### src/rtl/rxq_walk_pkg.sv
package rxq_walk_pkg;
  typedef enum logic [2:0] {
    ST_IDLE,
    ST_FETCH,
    ST_WAIT,
    ST_HOLD,
    ST_RETIRE,
    ST_SKIP
  } walk_st_t;

  localparam int OWN_POS  = 0;  // 1 = buffer owned by processor
  localparam int WRAP_POS = 1;  // 1 = last descriptor of the ring

  localparam int NFLAG    = 2;
  localparam int FLAG_NB  = 0;  // no buffer available
  localparam int FLAG_RX  = 1;  // frame received
endpackage

### src/rtl/rxq_ring_ptr.sv
module rxq_ring_ptr #(
  parameter int AW        = 32,
  parameter int DESC_WORDS = 2
) (
  input  logic          clk,
  input  logic          rst_n,
  input  logic          wr_en,
  input  logic [AW-1:0] wr_data,
  input  logic          adv,
  input  logic          adv_wrap,
  output logic [AW-1:0] cur_ptr
);
  localparam int            WORD_BYTES = 4;
  localparam logic [AW-1:0] STRIDE     = AW'(DESC_WORDS * WORD_BYTES);
  localparam logic [AW-1:0] LOW_MASK   = AW'(WORD_BYTES - 1);

  logic [AW-1:0] base_q;
  logic [AW-1:0] aligned;

  assign aligned = wr_data & ~LOW_MASK;

  always_ff @(posedge clk or negedge rst_n) begin
    if (!rst_n) begin
      base_q  <= '0;
      cur_ptr <= '0;
    end else if (wr_en) begin
      base_q  <= aligned;
      cur_ptr <= aligned;
    end else if (adv) begin
      cur_ptr <= adv_wrap ? base_q : cur_ptr + STRIDE;
    end
  end
endmodule

### src/rtl/rxq_fetch_ctl.sv
module rxq_fetch_ctl
  import rxq_walk_pkg::*;
#(
  parameter int AW = 32
) (
  input  logic          clk,
  input  logic          rst_n,
  input  logic [AW-1:0] cur_ptr,
  input  logic          frame_start,
  input  logic          frame_done,
  output logic          mrd_req_valid,
  input  logic          mrd_req_ready,
  output logic [AW-1:0] mrd_req_addr,
  input  logic          mrd_rsp_valid,
  input  logic [AW-1:0] mrd_rsp_data,
  output logic          mwr_valid,
  input  logic          mwr_ready,
  output logic [AW-1:0] mwr_addr,
  output logic [AW-1:0] mwr_data,
  output logic          buf_valid,
  output logic [AW-1:0] buf_addr,
  output logic          adv,
  output logic          adv_wrap,
  output logic          hit_no_buf,
  output logic          hit_rcvd
);
  localparam logic [AW-1:0] LOW_MASK = AW'(3);
  localparam logic [AW-1:0] OWN_MASK = AW'(1) << OWN_POS;

  walk_st_t      st;
  logic [AW-1:0] addr_q;
  logic [AW-1:0] desc_q;
  logic          owned;

  assign owned = mrd_rsp_data[OWN_POS];

  always_ff @(posedge clk or negedge rst_n) begin
    if (!rst_n) begin
      st     <= ST_IDLE;
      addr_q <= '0;
      desc_q <= '0;
    end else begin
      unique case (st)
        ST_IDLE:   if (frame_start) begin
                     addr_q <= cur_ptr;
                     st     <= ST_FETCH;
                   end
        ST_FETCH:  if (mrd_req_ready) st <= ST_WAIT;
        ST_WAIT:   if (mrd_rsp_valid) begin
                     if (owned) begin
                       st <= ST_SKIP;
                     end else begin
                       desc_q <= mrd_rsp_data;
                       st     <= ST_HOLD;
                     end
                   end
        ST_HOLD:   if (frame_done) st <= ST_RETIRE;
        ST_RETIRE: if (mwr_ready) st <= ST_IDLE;
        ST_SKIP:   if (frame_done) st <= ST_IDLE;
        default:   st <= ST_IDLE;
      endcase
    end
  end

  assign mrd_req_valid = (st == ST_FETCH);
  assign mrd_req_addr  = addr_q;
  assign mwr_valid     = (st == ST_RETIRE);
  assign mwr_addr      = addr_q;
  assign mwr_data      = desc_q | OWN_MASK;
  assign buf_valid     = (st == ST_HOLD);
  assign buf_addr      = desc_q & ~LOW_MASK;
  assign adv           = (st == ST_RETIRE) && mwr_ready;
  assign adv_wrap      = desc_q[WRAP_POS];
  assign hit_no_buf    = (st == ST_WAIT) && mrd_rsp_valid && owned;
  assign hit_rcvd      = (st == ST_HOLD) && frame_done;
endmodule

### src/rtl/rxq_status_flags.sv
module rxq_status_flags #(
  parameter int N = 2
) (
  input  logic         clk,
  input  logic         rst_n,
  input  logic [N-1:0] set_vec,
  input  logic         clr_en,
  input  logic [N-1:0] clr_mask,
  output logic [N-1:0] flag_vec,
  output logic [N-1:0] evt_vec
);
  for (genvar i = 0; i < N; i++) begin : g_flag
    always_ff @(posedge clk or negedge rst_n) begin
      if (!rst_n) begin
        flag_vec[i] <= 1'b0;
        evt_vec[i]  <= 1'b0;
      end else begin
        flag_vec[i] <= set_vec[i] | (flag_vec[i] & ~(clr_en & clr_mask[i]));
        evt_vec[i]  <= set_vec[i];
      end
    end
  end
endmodule

### src/rtl/rxq_desc_walker.sv
module rxq_desc_walker
  import rxq_walk_pkg::*;
#(
  parameter int AW = 32
) (
  input  logic          clk,
  input  logic          rst_n,
  input  logic          qptr_wr_en,
  input  logic [AW-1:0] qptr_wr_data,
  output logic [AW-1:0] qptr_rd_data,
  input  logic          stat_clr_en,
  input  logic [1:0]    stat_clr_mask,
  output logic          stat_no_buf,
  output logic          stat_frame_rcvd,
  output logic          evt_no_buf,
  output logic          evt_frame_rcvd,
  input  logic          frame_start,
  input  logic          frame_done,
  output logic          buf_valid,
  output logic [AW-1:0] buf_addr,
  output logic          mrd_req_valid,
  input  logic          mrd_req_ready,
  output logic [AW-1:0] mrd_req_addr,
  input  logic          mrd_rsp_valid,
  input  logic [AW-1:0] mrd_rsp_data,
  output logic          mwr_valid,
  input  logic          mwr_ready,
  output logic [AW-1:0] mwr_addr,
  output logic [AW-1:0] mwr_data
);
  logic [AW-1:0]    cur_ptr;
  logic             adv, adv_wrap;
  logic             hit_no_buf, hit_rcvd;
  logic [NFLAG-1:0] set_vec, flag_vec, evt_vec;

  rxq_ring_ptr #(.AW(AW), .DESC_WORDS(2)) u_ring (
    .clk      (clk),
    .rst_n    (rst_n),
    .wr_en    (qptr_wr_en),
    .wr_data  (qptr_wr_data),
    .adv      (adv),
    .adv_wrap (adv_wrap),
    .cur_ptr  (cur_ptr)
  );

  rxq_fetch_ctl #(.AW(AW)) u_fetch (
    .clk           (clk),
    .rst_n         (rst_n),
    .cur_ptr       (cur_ptr),
    .frame_start   (frame_start),
    .frame_done    (frame_done),
    .mrd_req_valid (mrd_req_valid),
    .mrd_req_ready (mrd_req_ready),
    .mrd_req_addr  (mrd_req_addr),
    .mrd_rsp_valid (mrd_rsp_valid),
    .mrd_rsp_data  (mrd_rsp_data),
    .mwr_valid     (mwr_valid),
    .mwr_ready     (mwr_ready),
    .mwr_addr      (mwr_addr),
    .mwr_data      (mwr_data),
    .buf_valid     (buf_valid),
    .buf_addr      (buf_addr),
    .adv           (adv),
    .adv_wrap      (adv_wrap),
    .hit_no_buf    (hit_no_buf),
    .hit_rcvd      (hit_rcvd)
  );

  always_comb begin
    set_vec          = '0;
    set_vec[FLAG_NB] = hit_no_buf;
    set_vec[FLAG_RX] = hit_rcvd;
  end

  rxq_status_flags #(.N(NFLAG)) u_flags (
    .clk      (clk),
    .rst_n    (rst_n),
    .set_vec  (set_vec),
    .clr_en   (stat_clr_en),
    .clr_mask (stat_clr_mask),
    .flag_vec (flag_vec),
    .evt_vec  (evt_vec)
  );

  assign qptr_rd_data    = cur_ptr;
  assign stat_no_buf     = flag_vec[FLAG_NB];
  assign stat_frame_rcvd = flag_vec[FLAG_RX];
  assign evt_no_buf      = evt_vec[FLAG_NB];
  assign evt_frame_rcvd  = evt_vec[FLAG_RX];
endmodule

### config.mk
export PLATFORM = sky130hd
export DESIGN_NAME = rxq_desc_walker
export DESIGN_NICKNAME = d
export VERILOG_FILES = /design/src/rtl/rxq_walk_pkg.sv /design/src/rtl/rxq_ring_ptr.sv /design/src/rtl/rxq_fetch_ctl.sv /design/src/rtl/rxq_status_flags.sv /design/src/rtl/rxq_desc_walker.sv
export SDC_FILE = /design/constraint.sdc
export NUM_CORES = 1
export LEC_CHECK = 0
export ABC_AREA = 1
export BUFFER_PORTS_ARGS = -buffer_cell sky130_fd_sc_hd__clkbuf_2
export CAP_MARGIN = 20
export CORE_MARGIN = 2
export CORE_UTILIZATION = 40
export DETAILED_ROUTE_END_ITERATION = 10
export GPL_TIMING_DRIVEN = 1
export PLACE_DENSITY = 0.67
export SYNTH_ARGS = -nofsm -noshare
export SYNTH_HDL_FRONTEND = slang
export SYNTH_SLANG_ARGS = --single-unit
### constraint.sdc
create_clock -name clk -period 2.7 [get_ports clk]
set_input_delay 0 -clock clk [delete_from_list [all_inputs] [get_ports clk]]
set_output_delay 0 -clock clk [all_outputs]
set_load 0.02 [all_outputs]
==> impl_metrics.json <==
{
  "die_area_um2": 17900,
  "path_clk_slew_ps": 60,
  "irDropWorstVdd_uv": 535,
  "hold_viol_final": 0,
  "die_h_um": 134,
  "place_hpwl_um": 12900,
  "min_delay_worst_endpoint": "u_fetch.st[0]$_DFFE_PN0P_",
  "fin_cells": 1245,
  "fin_crit_ps": 1980,
  "ys_warn_count": 0,
  "cts_resized": 0,
  "synth_cells": 776,
  "grt_setup_unrepaired": "no",
  "track_usage_pct": 20.9,
  "area_growth_pct": 31.9,
  "htree_levels": 4,
  "finClkSkew_ps": 7.04,
  "synthAdderAreaFrac_pct": 0.185,
  "clock-sinks": 128,
  "start_kind": "register",
  "cts_hold_buffers": 73,
  "synth_xor_xnor_area_share_pct": 1.04,
  "grt_pass1_vias": 5550,
  "ys_ff_latch": 128,
  "maxCapViolations": 0,
  "yosysUniqueCellTypes": 37,
  "grt_antenna_before_repair": 0,
  "worst-path-buf-inv": 1,
  "hold_depth": 4,
  "yosys.area_share.simple_pct": 19.0,
  "yosysTopAreaCellShare_pct": 47.4,
  "path_delay_family": "simple AND/OR/NAND/NOR gates",
  "slew_violations": 0,
  "multi_input_area_um2": 2570,
  "drt-total-wl_um": 18600,
  "drt_iter0_markers": 350,
  "slew_headroom_pct": 44.3,
  "cp.arrival_ps": 2270,
  "synth-compound-area-share_pct": 10.3,
  "min-delay-path-class": "input pin to register",
  "detail-route-antenna-nets": 0,
  "end_kind": "register",
  "power_density_nw_per_um2": 1100,
  "drc_errors": 0,
  "synthTopCellsByArea": "dfrtp_1, nand2_1, buf_4",
  "drive_gt1_share_pct": 31.9,
  "cts-root-buf": "clkbuf_16",
  "crit_slowest_cell": "nand3_2",
  "min_from": "mrd_req_ready",
  "regToRegSetupSlack_ps": 720,
  "r2r_end": "u_fetch.mrd_req_addr[27]$_DFFE_PN0P_",
  "firstDrtPassIters": 6,
  "tritoncts": "built",
  "finalCritPeriodShare_pct": 73.4,
  "dpl_cell_area_um2": 7560,
  "worst_path_largest_cell_delay_ps": 580,
  "coreArea_um2": 16500,
  "setup_violations": 0,
  "dpl_worst_slack_ps": 707,
  "grt_pass1_wl_um": 29100,
  "cts_max_path_buffers": 2,
  "syn-cell-area_um2": 6750,
  "p_leak_nw": 4.72,
  "critPathRequiredTime_ps": 2990,
  "cp_max_fo": 37,
  "ys_seq_area_share_pct": 47.4,
  "fin_ws_ps": 719,
  "power_mw": 9.80,
  "place_inst": 1140,
  "final_cell_area_um2": 8910,
  "r2r-start": "u_fetch.st[0]$_DFFE_PN0P_",
  "worst-setup-path-type": "register to register",
  "holdWs_ps": 100,
  "io_pins": 242,
  "utilization_pct": 53.9,
  "row_count": 47,
  "numCtsBuffers": 17,
  "cts_setup_buffers": 0,
  "outcome": "completed",
  "fp.dieW_um": 134,
  "n_antenna_cell": 0,
  "n_fill_cell": 1492,
  "worstPathCellList": "nor2_2 -> nand3_2 -> buf_4 -> nand2_1 -> o21ai_0",
  "worst_r2r_path_depth": 5,
  "grt_start_max_net_pins": 83,
  "portBuffers": 230,
  "vias": 5841,
  "synthMuxAreaShare_pct": 7.06,
  "max_freq_mhz": 505,
  "clk_latency_ps": 420,
  "tightestPinTransition_ps": 835,
  "synth_top_area_cell": "dfrtp_1",
  "via_per_inst": 4.69,
  "synth_top_family_by_area": "simple AND/OR/NAND/NOR gates",
  "fin_setup_tns_ps": 0,
  "avgSynthCellArea_um2": 8.70,
  "fin_nets": 1088,
  "gr-total-overflow": 0,
  "regArea_um2": 3200,
  "detail_route.wl_per_cell_um": 14.9,
  "start_util_pct": 40.9,
  "place_congestion": 0.915
}
-- placed cells by master (no fill, tap or decap), types with 9 or more instances in the layout --
| master | Yosys | final |
|---|---|---|
| a21oi_1 | 33 | 33 |
| clkbuf_16 | 0 | 17 |
| clkbuf_2 | 0 | 229 |
| conb_1 | 2 | 9 |
| dfrtp_1 | 128 | 128 |
| dlygate4sd3_1 | 0 | 73 |
| inv_1 | 71 | 71 |
| mux2_4 | 28 | 28 |
| nand2_1 | 186 | 186 |
| nand3_1 | 40 | 39 |
| nor2_1 | 39 | 39 |
| o211ai_1 | 10 | 10 |
| o21ai_0 | 70 | 70 |
-- logic make-up (layout without fill, tap and decap cells) --
| family | count (synthesis) | count (layout) |
|---|---|---|
| xor+xnor | 8 | 8 |
| buf+inv | 180 | 422 |
| flops | 128 | 128 |
| other cells | 2 | 9 |
| fa+ha+maj | 1 | 1 |
| simple gates | 295 | 295 |
| mux | 33 | 33 |
| compound gates | 129 | 129 |
-- Yosys cell counts --
library cell	number
a211oi_1	1
a21oi_1	33
a22oi_1	1
a31oi_1	1
and2_1	1
buf_1	2
buf_2	8
buf_4	72
buf_6	7
clkbuf_1	11
clkinv_1	2
conb_1	2
dfrtp_1	128
ha_1	1
inv_1	71
inv_2	7
mux2_2	5
mux2_4	28
nand2_1	186
nand2_2	5
nand2_4	2
nand3_1	40
nand3_2	1
nand3b_1	1
nand4_1	4
nor2_1	39
nor2_2	4
nor2_4	5
nor3_1	5
nor3_2	1
nor3_4	1
o211ai_1	10
o21ai_0	70
o21ai_1	6
o221ai_1	3
o22ai_1	4
xor2_1	8
-- registers in the layout, summed over array words and instances (netlist names) --
| register | count |
|---|---|
| u_flags.evt_vec | 2 |
| u_fetch.st | 3 |
| u_fetch.desc_q | 31 |
| u_flags.flag_vec | 2 |
| u_fetch.mrd_req_addr | 30 |
| u_ring.cur_ptr | 30 |
| u_ring.base_q | 30 |
-- how the worst max path moves through the flow --
stage / from / end / slack [ps] / cells after the start
3_3_place_gp: u_fetch.st[0]$_DFFE_PN0P_ / u_fetch.mrd_req_addr[22]$_DFFE_PN0P_ / 750 / 5
2_1_floorplan: u_ring.cur_ptr[3]$_DFFE_PN0P_ / u_ring.cur_ptr[23]$_DFFE_PN0P_ / 1040 / 10
6_report: u_fetch.st[0]$_DFFE_PN0P_ / u_fetch.mrd_req_addr[27]$_DFFE_PN0P_ / 720 / 5
3_5_place_dp: u_fetch.st[0]$_DFFE_PN0P_ / u_fetch.mrd_req_addr[27]$_DFFE_PN0P_ / 710 / 5
4_1_cts: u_fetch.st[0]$_DFFE_PN0P_ / u_fetch.mrd_req_addr[27]$_DFFE_PN0P_ / 690 / 5
5_1_grt: u_fetch.st[0]$_DFFE_PN0P_ / u_fetch.mrd_req_addr[27]$_DFFE_PN0P_ / 560 / 5
-- area by class of cell --
| class | count | share of cell area, % |
|---|---|---|
| clock inverter | 9 | 1.46 |
| multi-input combinational | 475 | 28.9 |
| sequential | 128 | 36.0 |
| tap | 220 | 3.09 |
| timing repair buffer | 310 | 21.8 |
| clock buffer | 23 | 5.48 |
| inverter | 80 | 3.37 |
-- worst min-delay path: stages --
cell      delay (ps)
clkbuf_2          80
o21ai_0          160
nor2_1            80
a21oi_1          140
-- per-layer routing --
layer / GRT usage (%) / routed length, µm / up-vias
met5: 0 / 0 / -
met4: 7.62 / 342 / 0
met3: 5.37 / 1240 / 28
met2: 34.8 / 8930 / 218
met1: 26.3 / 8040 / 2697
li1: - / - / 2898
-- where the power goes --
part           internal, mW  switching (mW)
Sequential             2.55           0.651
Clock                  1.55           0.841
Combinational          1.49            2.72
Total                  5.59            4.21
Power figures use the tool's default switching activity.
